## src/rtl/vexc_pkg.sv

```systemverilog
package vexc_pkg;
  localparam int COND_W   = 3;
  localparam int NUM_COND = 5;

  typedef enum logic [COND_W-1:0] {
    COND_FUNF = 3'd0,
    COND_FDZ  = 3'd1,
    COND_FROP = 3'd2,
    COND_FOVF = 3'd3,
    COND_IOVF = 3'd4
  } vexc_cond_e;

  localparam int CLS_W = 2;

  typedef enum logic [CLS_W-1:0] {
    CLS_INT   = 2'd0,
    CLS_FLT   = 2'd1,
    CLS_MEM   = 2'd2,
    CLS_LOGIC = 2'd3
  } vexc_cls_e;
endpackage

```

## src/rtl/vexc_filter.sv

```systemverilog
module vexc_filter
  import vexc_pkg::*;
#(
  parameter int NUM_VREGS = 16,
  localparam int DEST_W = $clog2(NUM_VREGS)
) (
  input  logic                 valid_i,
  input  logic [COND_W-1:0]    cond_i,
  input  logic [DEST_W-1:0]    dest_i,
  input  logic                 en_bit_i,
  input  logic [CLS_W-1:0]     class_i,
  output logic                 hit_o,
  output logic [NUM_VREGS-1:0] dest_mask_o,
  output logic [NUM_COND-1:0]  cond_flags_o
);
  logic code_ok;
  logic gated;

  always_comb begin
    code_ok = cond_i < COND_W'(NUM_COND);
    // bit 13 enables only these two pairs; for load/gather it is a hint
    gated   = ((class_i == CLS_INT) && (cond_i == COND_IOVF)) ||
              ((class_i == CLS_FLT) && (cond_i == COND_FUNF));
    hit_o   = valid_i && code_ok && (!gated || en_bit_i);
    dest_mask_o = hit_o ? (NUM_VREGS'(1) << dest_i) : '0;
    for (int c = 0; c < NUM_COND; c++) begin
      cond_flags_o[c] = hit_o && (cond_i == COND_W'(c));
    end
  end
endmodule

```

## src/rtl/vexc_summary_reg.sv

```systemverilog
module vexc_summary_reg #(
  parameter int SUM_W = 32
) (
  input  logic             clk_i,
  input  logic             rst_ni,
  input  logic             clr_i,
  input  logic             hit_i,
  input  logic [SUM_W-1:0] set_i,
  output logic [SUM_W-1:0] sum_o,
  output logic             pending_o
);
  logic [SUM_W-1:0] sum_q;
  logic             pend_q;

  always_ff @(posedge clk_i or negedge rst_ni) begin
    if (!rst_ni) begin
      sum_q  <= '0;
      pend_q <= 1'b0;
    end else if (clr_i) begin
      sum_q  <= set_i;   // same-cycle report survives the clear
      pend_q <= hit_i;
    end else begin
      sum_q  <= sum_q | set_i;
      pend_q <= pend_q | hit_i;
    end
  end

  assign sum_o     = sum_q;
  assign pending_o = pend_q;

  assert_sticky_bits_R3: assert property (@(posedge clk_i) disable iff (!rst_ni)
    !clr_i |=> ((sum_q & $past(sum_q)) == $past(sum_q)));

  assert_clear_empties_R9: assert property (@(posedge clk_i) disable iff (!rst_ni)
    (clr_i && !hit_i) |=> (sum_q == '0 && !pend_q));

  assert_clear_keeps_new_R10: assert property (@(posedge clk_i) disable iff (!rst_ni)
    (clr_i && hit_i) |=> (sum_q == $past(set_i) && pend_q));

  assert_pending_tracks_R8: assert property (@(posedge clk_i) disable iff (!rst_ni)
    pend_q == (sum_q != '0));
endmodule

```

## src/rtl/vec_exc_recorder.sv

```systemverilog
module vec_exc_recorder
  import vexc_pkg::*;
#(
  parameter int NUM_UNITS = 2,
  parameter int NUM_VREGS = 16,
  localparam int DEST_W = $clog2(NUM_VREGS),
  localparam int SUM_W  = 2 * NUM_VREGS
) (
  input  logic                        clk_i,
  input  logic                        rst_ni,
  input  logic [NUM_UNITS-1:0]        rpt_valid_i,
  input  logic [NUM_UNITS*COND_W-1:0] rpt_cond_i,
  input  logic [NUM_UNITS*DEST_W-1:0] rpt_dest_i,
  input  logic [NUM_UNITS-1:0]        rpt_en_bit_i,
  input  logic [NUM_UNITS*CLS_W-1:0]  rpt_class_i,
  input  logic                        clr_i,
  output logic [SUM_W-1:0]            summary_o,
  output logic                        pending_o
);
  logic [NUM_UNITS-1:0] hit;
  logic [NUM_VREGS-1:0] dest_mask [NUM_UNITS];
  logic [NUM_COND-1:0]  flags     [NUM_UNITS];
  logic [SUM_W-1:0]     set_vec;

  for (genvar u = 0; u < NUM_UNITS; u++) begin : g_unit
    vexc_filter #(.NUM_VREGS(NUM_VREGS)) filt_i (
      .valid_i      (rpt_valid_i[u]),
      .cond_i       (rpt_cond_i[u*COND_W +: COND_W]),
      .dest_i       (rpt_dest_i[u*DEST_W +: DEST_W]),
      .en_bit_i     (rpt_en_bit_i[u]),
      .class_i      (rpt_class_i[u*CLS_W +: CLS_W]),
      .hit_o        (hit[u]),
      .dest_mask_o  (dest_mask[u]),
      .cond_flags_o (flags[u])
    );
  end

  always_comb begin
    set_vec = '0;
    for (int u = 0; u < NUM_UNITS; u++) begin
      set_vec[SUM_W-1:NUM_VREGS] = set_vec[SUM_W-1:NUM_VREGS] | dest_mask[u];
      set_vec[NUM_COND-1:0]      = set_vec[NUM_COND-1:0] | flags[u];
    end
  end

  vexc_summary_reg #(.SUM_W(SUM_W)) sum_i (
    .clk_i     (clk_i),
    .rst_ni    (rst_ni),
    .clr_i     (clr_i),
    .hit_i     (|hit),
    .set_i     (set_vec),
    .sum_o     (summary_o),
    .pending_o (pending_o)
  );

  assert_idle_stable_R11: assert property (@(posedge clk_i) disable iff (!rst_ni)
    (rpt_valid_i == '0 && !clr_i) |=> $stable(summary_o));

  assert_int_gate_R4: assert property (@(posedge clk_i) disable iff (!rst_ni)
    (rpt_valid_i == NUM_UNITS'(1) && !clr_i && !rpt_en_bit_i[0] &&
     rpt_class_i[CLS_W-1:0] == CLS_INT && rpt_cond_i[COND_W-1:0] == COND_IOVF)
    |=> $stable(summary_o));

  assert_flt_gate_R5: assert property (@(posedge clk_i) disable iff (!rst_ni)
    (rpt_valid_i == NUM_UNITS'(1) && !clr_i && !rpt_en_bit_i[0] &&
     rpt_class_i[CLS_W-1:0] == CLS_FLT && rpt_cond_i[COND_W-1:0] == COND_FUNF)
    |=> $stable(summary_o));

  assert_bad_code_R7: assert property (@(posedge clk_i) disable iff (!rst_ni)
    (rpt_valid_i == NUM_UNITS'(1) && !clr_i &&
     rpt_cond_i[COND_W-1:0] >= COND_W'(NUM_COND))
    |=> $stable(summary_o));

  assert_no_unused_flags_R2: assert property (@(posedge clk_i) disable iff (!rst_ni)
    summary_o[NUM_VREGS-1:NUM_COND] == '0);
endmodule

```

## config.mk

```make
export PLATFORM = sky130hd
export DESIGN_NAME = vec_exc_recorder
export DESIGN_NICKNAME = d
export VERILOG_FILES = /design/src/rtl/vexc_pkg.sv /design/src/rtl/vexc_filter.sv /design/src/rtl/vexc_summary_reg.sv /design/src/rtl/vec_exc_recorder.sv
export SDC_FILE = /design/constraint.sdc
export NUM_CORES = 1
export LEC_CHECK = 0
export ABC_AREA = 1
export BUFFER_PORTS_ARGS = -buffer_cell sky130_fd_sc_hd__buf_2
export CORE_MARGIN = 10
export CORE_UTILIZATION = 45
export CTS_BUF_LIST = sky130_fd_sc_hd__clkbuf_4 sky130_fd_sc_hd__clkbuf_8 sky130_fd_sc_hd__clkbuf_16
export DETAILED_ROUTE_END_ITERATION = 7
export GPL_TIMING_DRIVEN = 1
export PLACE_DENSITY = 0.85
export SYNTH_ARGS = -nofsm -noshare
export SYNTH_HDL_FRONTEND = slang
export SYNTH_SLANG_ARGS = --single-unit
```

## constraint.sdc

```tcl
create_clock -name clk_i -period 0.8 [get_ports clk_i]
set_clock_uncertainty 0.1 [all_clocks]
set_input_delay 0.16 -clock clk_i [delete_from_list [all_inputs] [get_ports clk_i]]
set_output_delay 0.16 -clock clk_i [all_outputs]
set_load 0.005 [all_outputs]
```

# == Word level (Yosys, flattened, before mapping) ==
# Cells that the tools add are included.
# word_totals
regBits,33
latchBits,0
ramBits,0
rom_bits,0
wordCells,53
mem_count,0
# op_classes
add_sub_neg,0
n_mul,0
n_div,0
n_lt_le_gt_ge,2
eq_ne,10
shift,2
mux,4
bitwise,4
n_reduce_logical,29
# ops
cell,count
16-bit two-way mux,2
32-bit two-way mux,1
32-bit bitwise OR,1
"1-bit by 4-bit << shifter with 16-bit output, first input constant",2
1-bit logical AND,18
16-bit bitwise OR,1
"3-bit by 2-bit equality test with 1-bit output, second input constant",4
"3-bit by 1-bit equality test with 1-bit output, second input constant",2
"3-bit equality test, second input constant",2
3-bit zero test,2
"3-bit less-than comparator, second input constant",2
5-bit bitwise OR,1
"2-bit by 1-bit equality test with 1-bit output, second input constant",2
2-bit zero test,2
1-bit logical OR,4
1-bit zero test,2
2-bit OR reduction,1
1-bit two-way mux,1
1-bit bitwise OR,1

# == Depth between registers and ports, before layout ==
# Gate-level depths: netlist of run 1.
# logic_depth
ltp_word,10
depth_mapped,7
ltp_nobuf,6

# == Modules after synthesis ==
# Synthesis of run 1 repeated with hierarchy kept, for this count alone.
# hier_totals
hier_cells,329
area_unflattened_um2,2140.8
# modules_own_cells
mod,n_inst,cells_each,area_each_um2
vexc_summary_reg,1,136,1251.2
vexc_filter,2,63,319.1
vec_exc_recorder,1,67,251.5

# == Worst setup path before layout of run 1 ==
# No wires, ideal clock.
# synth_path
path_kind,input port to flip-flop
start,input port rpt_cond_i[4]
end,"register sum_i.sum_q[16], in the netlist sum_i.sum_o[16]"
setup_time_ns,0.122
arrival_ns,0.807
path_slack_ns,-0.229
stages,7
path_buffers,1
cell_sequence,nor2_2 -> nand2_1 -> nand2_1 -> nand3_2 -> buf_4 -> nand3_1 -> nand3_2
# synth_between
elab_chain_len,10
# synth_rtl
element,line_no,text
from (decl),vec_exc_recorder.sv:12,"input logic [NUM_UNITS*COND_W-1:0] rpt_cond_i,"
3-bit equality test or 3-bit zero test (tied branches),"vexc_filter.sv:22, vexc_filter.sv:23",
1-bit logical AND (on tied branches),"vexc_filter.sv:22, vexc_filter.sv:23",
1-bit logical OR,vexc_filter.sv:22,gated = ((class_i == CLS_INT) && (cond_i == COND_IOVF)) ||
1-bit zero test,vexc_filter.sv:24,hit_o = valid_i && code_ok && (!gated || en_bit_i);
1-bit logical OR,vexc_filter.sv:24,
1-bit logical AND (*),vexc_filter.sv:24,
16-bit two-way mux (*),vexc_filter.sv:25,dest_mask_o = hit_o ? (NUM_VREGS'(1) << dest_i) : '0;
16-bit bitwise OR (*),vec_exc_recorder.sv:41,set_vec[SUM_W-1:NUM_VREGS] = set_vec[SUM_W-1:NUM_VREGS] | dest_mask[u];
32-bit bitwise OR,vexc_summary_reg.sv:23,sum_q <= sum_q | set_i;
32-bit two-way mux (*),vexc_summary_reg.sv:19,end else if (clr_i) begin
to (signal assigned),vexc_summary_reg.sv:20,sum_q <= set_i;
to (signal assigned),vexc_summary_reg.sv:23,
to (decl),vexc_summary_reg.sv:12,logic [SUM_W-1:0] sum_q;
# Mark *: on every way between the ends. The rest lies on a longest branch, timed or not.

# == Final worst setup path of run 1 ==
# layout_path
start,"register sum_i.sum_q[19], in the netlist sum_i.sum_o[19]"
end,output port summary_o[19]
# layout_lines
element,line_no,text
to (decl),vec_exc_recorder.sv:17,"output logic [SUM_W-1:0] summary_o,"
# No word-level cell between the ends.

==> impl_results.md, run 1 <==
* Gr usage total at 20.6%
* Failing checks: setup timing
* Chip width at 80.4 um
* Power Density at 1020 nW/um^2
* CP max FO at 2
* Residual DRC count at 0
* Port Buffers at 46
* Cell Chain, Critical Path: buf_2
* Setup WS pre-CTS at -0.407 ns
* Type of origin of the critical path: flop
* Final HPWL DP at 3660 um
* Final Max Slew Viols at 0
* Pre-antenna DRT Iters at 8
* Final Hold Fails at 0
* Core ar. at 3420 um^2
* Number of setup violations in the final report at 44
* Max-Cap Viols at 0
* Most common library cell in the layout ignoring fill and taps: buf_2
* Worst R2R Setup Slack at -0.17 ns
* Cell variety after synth at 17
* Drt via density at 6.12
* Required @ worst endpoint at 0.54 ns
* RR Startpoint: sum_i.sum_o[19]
* Yosys reg bits at 22
* Tcrit/Tclk final at 148%
* Initial Util at 48.0%
* Layout cell share with drive strength beyond 1 at 60.1%
* Worst R2R End: sum_i.sum_o[19]
* Fmax achieved at 846 MHz
* Full die area at 6460 um^2
* Outcome: complete, but fails checks
* Setup ws final at -0.383 ns
* Mapped cell area at 1640 um^2
* Num CTS Buffers at 3
* Io pins at 58
* R2R cell count at 4
* Via count at 2246
* RSZ-0062 raised after global routing: yes
* Yosys warning total at 0
* Worst-case vdd ir drop at 0.694 mV
* Critical path depth at 1
* CP peak stage delay at 0.43 ns
* Area share of the largest cell type after synthesis at 33.6%
* Clock Latency Late Sink at 0.34 ns
* FP Rows at 21
* Met2 routed WL at 3920 um
* Antenna violations before repair at 0
* Hold slack at 0.117 ns
* Global-route wire length before repair at 10800 um
* Slowest cell on crit path: dfrtp_1
* Post-route ant nets at 0
* Vias in the first global route at 2128
* Layout area overhead at 87.2%
* H-tree depth at 1
* Kind of critical path: reg -> out
* Register area share after synthesis at 33.6%
* WL/cell at 23.0 um
* Most frequent cells in the layout: buf_2 (41), buf_4 (36), nand3_2 (35), nor2_1 (34), nand3_4 (28)
* Synth area leader: dfrtp_1
* Setup crit end kind: output pin
* Crit. Startpoint: sum_i.sum_o[19]
* CP Buf/Inv Count at 1
* Die H at 80.4 um
* Largest net degree at the start of global routing at 23
* Met3 wire len at 982 um
* Post-synthesis instance total at 226
* Initial detailed-routing violation count at 441
* Clk buf depth at 2
* Power, Total at 3.13 mW
* Routed WL at 8450 um
* M1 WL at 2920 um
* Leakage at 1.58 nW
* Worst-path clk slew at 0.15 ns
* Critical path arrival at 0.92 ns
* Fin crit period at 1.18 ns
* Hold Path Depth at 5
* Congestion Overflow GR at 0
* Highest routed metal layer: met4
* CP endpoint: summary_o[19]
* Final-stage net count at 347
* CTS tree: yes
* Ant diodes at 0
* HP Class: in -> reg
* Root buf cell: clkbuf_4
* Delay-heaviest family, CP: flip-flops
* Synth area leaders: dfrtp_1 (34%), nand3_1 (19%), nand3_2 (13%), nor2_1 (8.2%), nand2_1 (7.1%)
* Syn avg cell area at 7.26 um^2
* Num Clock Sinks at 22
* RePlAce Congestion at 0.874
## per-layer routing
metal | track usage [%] | up-vias
li1 | - | 920
met1 | 23.9 | 1029
met2 | 34.2 | 229
met3 | 5.57 | 68
met4 | 9.33 | 0
met5 | 0 | -
## report_power, final
group / total, mW / leakage [nW] / internal (mW) / switching [mW]
sequential: 1.22 / 0.296 / 1.18 / 0.0415
clock: 0.708 / 0.0210 / 0.279 / 0.429
combinational: 1.21 / 1.26 / 0.550 / 0.656
## kinds of logic after synthesis
group	share of synthesized area, %
AOI/OAI and AO/OA	0.915
DFF	33.6
buffers and inverters	15.9
and+or+nand+nor	49.4
other	0.229
## registers in the layout (all words and copies together) (netlist names)
signal and flops:
sum_i.pending_o 1, sum_i.sum_o 21
## worst min-delay path by stage
| stage | slack, ns | endpoint | startpoint |
|---|---|---|---|
| global route | 0.12 | sum_i.sum_o[1] | rpt_cond_i[4] |
| CTS | 0.13 | sum_i.sum_o[1] | rpt_cond_i[4] |
| detailed placement | -0.05 | sum_i.sum_o[18] | rst_ni |
| finish | 0.12 | sum_i.sum_o[1] | rpt_cond_i[4] |
| floorplan | -0.24 | sum_i.pending_o | rst_ni |
| global placement | -0.06 | sum_i.sum_o[18] | rst_ni |
## synth_stat cells, drive strengths merged
cell type,number
nor3,6
nand2,32
clkbuf,1
o21a,2
nor2,37
buf,22
conb,1
dfrtp,22
nand3,82
inv,21
## timing repair
action	CTS	global route
setup endpoints to repair	44	44
hold buffers	1	0
buffers inserted	19	12
pin swaps	9	25
resized for setup	64	45
hold endpoints to repair	22	0
cloned	7	1
## per-stage QoR
stage          cell area, um^2  setup TNS [ns]  cells  utilization (%)
2_1_floorplan             1760           -4.03    236                -
3_3_place_gp              2090           -7.61    326             61.1
3_5_place_dp              2090           -8.57    326             61.1
4_1_cts                   2720           -8.45    357             79.7
5_1_grt                   3070          -12.27    367             89.9
6_report                  3070          -10.93    367             89.9
## area by class of cell
type / instances / area [um^2]
repair buffers: 104 / 973
flip-flops and latches: 22 / 551
fillers: 129 / 345
multi-input cells: 170 / 1370
clock buffers: 4 / 36.3
well taps: 46 / 57.6
inverters: 21 / 78.8
No activity file was read; power rests on OpenSTA's default activity.
==> inputs of run 2 (changes only) <==
- CORE_UTILIZATION: 45 -> 54
- PLACE_DENSITY: 0.85 -> 0.95
- clock period: 0.8 -> 1.5 ns (I/O delays scaled with it)
==> run 2 against run 1 <==
  * The flow now finishes without violations
  * Register-to-register slack improved by 0.89 ns
  * Non-clock buffer count decreased by 52
  * Sequential cell count unchanged
  * Sequential share of layout area increased by 11 points
  * Total power decreased by 61%
  * Critical path type unchanged
  * Sequential power decreased by 47%
  * Via count decreased by 28%
  * Worst hold slack improved by 0.088 ns
  * Largest cell class unchanged
  * Global-route usage decreased by 5.2 points
  * Cell count decreased by 19%
==> impl_results.md, run 2 (synthesis results as in run 1) <==
* Outcome: finished clean (was complete, but fails checks)
* Die H at 75.1 um (was 80.4 um)
* Cell Chain, Critical Path: buf_2 (unchanged)
* Chip width at 75.1 um (was 80.4 um)
* Num CTS Buffers at 3 (unchanged)
* WL/cell at 14.5 um (was 23.0 um)
* Kind of critical path: reg -> out (unchanged)
* Power Density at 651 nW/um^2 (was 1020 nW/um^2)
* CP Buf/Inv Count at 1 (unchanged)
* Num Clock Sinks at 22 (unchanged)
* Initial Util at 58.0% (was 48.0%)
* Gr usage total at 15.3% (was 20.6%)
* Final Max Slew Viols at 0 (unchanged)
* CP peak stage delay at 0.41 ns (was 0.43 ns)
* Worst-case vdd ir drop at 0.360 mV (was 0.694 mV)
* CP max FO at 2 (unchanged)
* Root buf cell: clkbuf_4 (unchanged)
* Core ar. at 2830 um^2 (was 3420 um^2)
* Congestion Overflow GR at 0 (unchanged)
* Finished Layout Cells at 299 (was 367)
* Residual DRC count at 0 (unchanged)
* Clk buf depth at 2 (unchanged)
* Most common library cell in the layout ignoring fill and taps: nand3_1 (was buf_2)
* Sequential Power Share at 52.7% (was 38.9%)
* Drt via density at 5.42 (was 6.12)
* Setup tns final at 0 ns (was -10.93 ns)
* Ant diodes at 0 (unchanged)
* Largest net degree at the start of global routing at 23 (unchanged)
* Clock Latency Late Sink at 0.30 ns (was 0.34 ns)
* Setup crit end kind: output pin (unchanged)
* Routed WL at 4330 um (was 8450 um)
* Critical path arrival at 0.86 ns (was 0.92 ns)
* Full die area at 5640 um^2 (was 6460 um^2)
* Leakage at 1.09 nW (was 1.58 nW)
* Placement Cell Area at 1850 um^2 (was 2090 um^2)
* RePlAce Congestion at 0.918 (was 0.874)
* Post-CTS Setup Inserts at 0 (was 19)
* Global-route wire length before repair at 6960 um (was 10800 um)
* Via count at 1620 (was 2246)
* FP Rows at 19 (was 21)
* Fin crit period at 1.26 ns
* Layout area overhead at 14.9% (was 87.2%)
* Post-route ant nets at 0 (unchanged)
* Initial detailed-routing violation count at 168 (was 441)
* Max-Cap Viols at 0 (unchanged)
* Vias in the first global route at 1586 (was 2128)
* Pint at 843 uW (was 2.01 mW)
* RSZ-0062 raised after global routing: no (was yes)
* Hold_buf cts at 1 (unchanged)
* Post_cts resized at 0 (was 64)
* Delay-heaviest family, CP: flip-flops (unchanged)
* Max reg flops at 21 (unchanged)
* Comb power frac at 25.5% (was 38.5%)
* Antenna violations before repair at 0 (unchanged)
* Fmax achieved at 796 MHz
* Slowest cell on crit path: dfrtp_1 (unchanged)
* Placed cell count at 295 (was 326)
* Net Sw Frac at 31.3% (was 35.9%)
* Final-stage net count at 295 (was 347)
* Required @ worst endpoint at 1.10 ns (was 0.54 ns)
* Worst-path clk slew at 0.12 ns (was 0.15 ns)
* Number of setup violations in the final report at 0 (was 44)
* Fin area at 1880 um^2 (was 3070 um^2)
* Pre-antenna DRT Iters at 6 (was 8)
* Power, Total at 1.23 mW (was 3.13 mW)
* Layout cell share with drive strength beyond 1 at 29.5% (was 60.1%)
* Port Buffers at 46 (unchanged)
* Final Hold Fails at 0 (unchanged)
* H-tree depth at 1 (unchanged)
* Final HPWL DP at 3380 um (was 3660 um)
* Most frequent cells in the layout: nand3_1 (61), buf_2 (46), nor2_1 (36), nand2_1 (31), dfrtp_1 (22) (was buf_2 (41), buf_4 (36), nand3_2 (35), nor2_1 (34), nand3_4 (28))
* Clock power share at 21.8% (was 22.6%)
* Psw at 384 uW (was 1.13 mW)
* HP Class: in -> reg (unchanged)
* Tcrit/Tclk final at 83.8%
* Type of origin of the critical path: flop (unchanged)
* CTS tree: yes (unchanged)
* Io pins at 58 (unchanged)
==> run 2: power groups by stage <==
stage          registers [mW]  clock network, mW  logic (mW)
2_1_floorplan           0.661                  0       0.193
3_3_place_gp            0.657                  0       0.299
3_5_place_dp            0.657                  0       0.310
4_1_cts                 0.646              0.264       0.313
5_1_grt                 0.650              0.280       0.349
6_report                0.647              0.267       0.313
==> run 2: per-layer routing <==
layer	routed length, um	part of all wire [%]	global-route usage (%)	vias to the layer above
met5	0	0	0	-
met4	48	1.1	5.88	0
met3	400	9.2	1.97	4
met1	1630	38	17.8	734
li1	-	-	-	807
met2	2250	52	27.9	75
==> run 2: final timing paths <==
kind                                 startpoint              end  cells after the start  slack, ns
worst min-delay path             rpt_valid_i[0]   sum_i.sum_o[0]                      3       0.21
worst max register to register  sum_i.sum_o[29]  sum_i.sum_o[29]                      2       0.72
min in group asynchronous                rst_ni  sum_i.sum_o[21]                      2       0.37
max in group asynchronous                rst_ni  sum_i.sum_o[25]                      2       0.60
worst max-delay path             sum_i.sum_o[1]     summary_o[1]                      1       0.24
worst min register to register  sum_i.sum_o[28]  sum_i.sum_o[28]                      2       0.40
==> run 2: worst min-delay path, delay by kind of cell <==
kind	cells	cell delay, ns
buffers and inverters	1	0.14
and+or+nand+nor	2	0.14
==> run 2: through the flow <==
step | hold slack (ns) | utilization, % | setup slack [ns]
finish | 0.205 | 66.6 | 0.243
global route | 0.211 | 66.6 | 0.228
CTS | 0.204 | 66.6 | 0.251
detailed placement | 0.186 | 65.5 | 0.108
global placement | 0.179 | 65.5 | 0.163
floorplan | -0.0956 | - | 0.331
==> run 2: final cells by class <==
type                    count  area, um^2
flip-flops and latches     22         551
clock buffers               3        22.5
well taps                  31        38.8
repair buffers             52         328
multi-input cells         170         866
inverters                  21        78.8
fillers                   250         945
==> inputs of run 3 (changes only) <==
- ABC_AREA: 1 -> 0
- CORE_UTILIZATION: 54 -> 45
- PLACE_DENSITY: 0.95 -> 0.88
- clock period: 1.5 -> 1.22 ns (I/O delays scaled with it)
==> run 3 against run 2 <==
  * The flow now finishes with violations (setup timing)
  * Sequential cell count unchanged
  * Clock power is 110% higher
  * Largest power group unchanged
  * Cell count decreased by 29%
  * Synthesized cell count is 47% lower
  * Setup slack got worse by 0.34 ns
  * Total power rose by 44%
  * Synthesized area shrank 28%
  * Design area fell by 5.3%
  * Worst hold slack worse by 0.078 ns
==> impl_results.md, run 3 <==
* Outcome: complete, but fails checks (was finished clean)
* Failing checks: setup timing
* Hold slack at 0.127 ns (was 0.205 ns)
* Num CTS Buffers at 3 (unchanged)
* FP Rows at 18 (was 19)
* Ant diodes at 0 (unchanged)
* Core ar. at 2480 um^2 (was 2830 um^2)
* Initial Util at 47.4% (was 58.0%)
* Synth area leader: dfrtp_1 (unchanged)
* Global-route wire length before repair at 6440 um (was 6960 um)
* Worst-case vdd ir drop at 0.869 mV (was 0.360 mV)
* Power Density at 992 nW/um^2 (was 651 nW/um^2)
* Congestion Overflow GR at 0 (unchanged)
* RePlAce Congestion at 0.909 (was 0.918)
* Number of setup violations in the final report at 20 (was 0)
* Chip width at 71.1 um (was 75.1 um)
* Setup WS pre-CTS at -0.567 ns (was 0.108 ns)
* Leakage at 0.885 nW (was 1.09 nW)
* Synth area leaders: dfrtp_1 (47%), o221ai_1 (13%), nand2_1 (8.3%), buf_4 (7.0%), nand2b_1 (2.1%) (was dfrtp_1 (34%), nand3_1 (19%), nand3_2 (13%), nor2_1 (8.2%), nand2_1 (7.1%))
* Critical path arrival at 1.41 ns (was 0.86 ns)
* Post-route ant nets at 0 (unchanged)
* Layout area overhead at 51.9% (was 14.9%)
* Port Buffers at 46 (unchanged)
* Power, Total at 1.77 mW (was 1.23 mW)
* CTS tree: yes (unchanged)
* Register area share after synthesis at 46.9% (was 33.6%)
* Type of origin of the critical path: input port (was flop)
* Gr usage total at 15.1% (was 15.3%)
* Setup tns final at -1.20 ns (was 0 ns)
* Final Hold Fails at 0 (unchanged)
* Largest net degree at the start of global routing at 23 (unchanged)
* Antenna violations before repair at 0 (unchanged)
* Num Clock Sinks at 22 (unchanged)
* RSZ-0062 raised after global routing: yes (was no)
* Pre-antenna DRT Iters at 5 (was 6)
* Post-synthesis instance total at 119 (was 226)
* Clock Latency Late Sink at 0.32 ns (was 0.30 ns)
* Die H at 71.1 um (was 75.1 um)
* Drt via density at 5.69 (was 5.42)
* Initial detailed-routing violation count at 160 (was 168)
* Routed WL at 4060 um (was 4330 um)
* Max reg flops at 21 (unchanged)
* Final-stage net count at 209 (was 295)
* Worst-path clk slew at 0.13 ns (was 0.12 ns)
* Max-Cap Viols at 0 (unchanged)
* Most frequent cells in the layout: buf_2 (41), nand2_1 (25), dfrtp_1 (22), buf_4 (16), o221ai_2 (15) (was nand3_1 (61), buf_2 (46), nor2_1 (36), nand2_1 (31), dfrtp_1 (22))
* Most common cell in the netlist: nand2_1 (was nand3_1)
* Final Max Slew Viols at 0 (unchanged)
* Residual DRC count at 0 (unchanged)
* Via count at 1213 (was 1620)
* Most common library cell in the layout ignoring fill and taps: buf_2 (was nand3_1)
* Fin crit period at 1.32 ns
* Async SR Flop Fraction at 100% (unchanged)
* Core Util, Final at 72.0% (was 66.6%)
* Main synth FF type: dfrtp_1 (unchanged)
* Final HPWL DP at 2920 um (was 3380 um)
* Setup crit end kind: flop (was output pin)
* WL/cell at 19.1 um (was 14.5 um)
* Required @ worst endpoint at 1.31 ns (was 1.10 ns)
* Full die area at 5050 um^2 (was 5640 um^2)
* CP max FO at 5 (was 2)
* H-tree depth at 1 (unchanged)
* Setup ws final at -0.0979 ns (was 0.243 ns)
* Io pins at 58 (unchanged)
* Syn avg cell area at 9.87 um^2 (was 7.26 um^2)
* HP Class: in -> reg (unchanged)
* Root buf cell: clkbuf_4 (unchanged)
* Vias in the first global route at 1268 (was 1586)
* Mapped cell area at 1170 um^2 (was 1640 um^2)
* Number of synthesized flops with an enable pin at 0 (unchanged)
* Yosys warning total at 0 (unchanged)
* Tcrit/Tclk final at 108%
* Cell variety after synth at 30 (was 17)
* Synth top cells by count: nand2_1 (26), dfrtp_1 (22), o221ai_1 (17), buf_4 (11), nand3_1 (5) (was nand3_1 (61), nor2_1 (36), nand2_1 (31), dfrtp_1 (22), nand3_2 (21))
* Yosys reg bits at 22 (unchanged)
* Area share of the largest cell type after synthesis at 46.9% (was 33.6%)
* Fmax achieved at 759 MHz
* Layout cell share with drive strength beyond 1 at 51.9% (was 29.5%)
* Clk buf depth at 2 (unchanged)
* Kind of critical path: in -> reg (was reg -> out)
## run 3: cell types whose count changed in the layout (fill, tap and decap cells not counted), moves of 5 or more
cell,change
buf_2,-5
buf_4,+15
inv_1,-17
nand2_1,-6
nand3_1,-57
nand3_2,-20
nor2_1,-32
nor3_1,-6
o221ai_2,+15
## run 3: power breakdown
group          switching [mW]  total (mW)  leakage, nW  internal, mW
Clock                   0.230       0.562       0.0279         0.332
Combinational           0.220       0.408        0.562         0.188
Sequential             0.0247       0.799        0.295         0.774
## run 3: kinds of logic (layout without fill, tap and decap cells)
logic type | count (synthesis) | after routing | synth area share (%)
and+or+nand+nor | 53 | 53 | 23.6
AOI/OAI and AO/OA | 26 | 26 | 19.4
DFF | 22 | 22 | 46.9
buffers and inverters | 15 | 69 | 8.31
xor gates and xnor gates | 2 | 2 | 1.49
other | 1 | 11 | 0.319
## run 3: worst max-delay path: stages
cell	delay, ns
buf_6	0.09
or4_4	0.54
o211a_4	0.30
nand3b_4	0.13
o221ai_2	0.11
## run 3: repair_timing
item | in CTS | in global routing
setup endpoints to repair | 19 | 35
buffers inserted | 0 | 7
pin swaps | 11 | 7
hold buffers | 1 | 0
hold endpoints to repair | 22 | 0
resized for setup | 15 | 17
## run 3: layer usage
metal  vias up  track usage (%)  part of all wire [%]
met1       579             17.7                    40
met5         -                0                     0
met2        75             25.7                    50
met4         0             3.23                  0.89
li1        554                -                     -
met3         5             5.72                   9.9
## run 3: final cells by class
class	count	area, um^2
clock buffer	3	22.5
multi-input combinational	92	741
tap	30	37.5
sequential	22	551
clock inverter	1	30.0
timing repair buffer	63	395
inverter	2	7.51
fill	170	693
## run 3: path summary, 6_finish.rpt
check                           startpoint         endpoint  slack (ns)  cells after the start
min reg2reg                sum_i.sum_o[19]  sum_i.sum_o[19]        0.40                      2
min                          rpt_cond_i[3]   sum_i.sum_o[0]        0.13                      3
min in group asynchronous           rst_ni  sum_i.sum_o[20]        0.30                      2
max reg2reg                 sum_i.sum_o[0]   sum_i.sum_o[0]        0.21                      3
max in group asynchronous           rst_ni   sum_i.sum_o[1]        0.38                      2
max                        rpt_en_bit_i[1]  sum_i.sum_o[26]        -0.1                      5
## run 3: metrics by stage
stage / std cells / cell area, um^2
floorplan: 129 / 1240
global placement: 201 / 1490
detailed placement: 201 / 1490
CTS: 206 / 1640
global route: 213 / 1780
finish: 213 / 1780
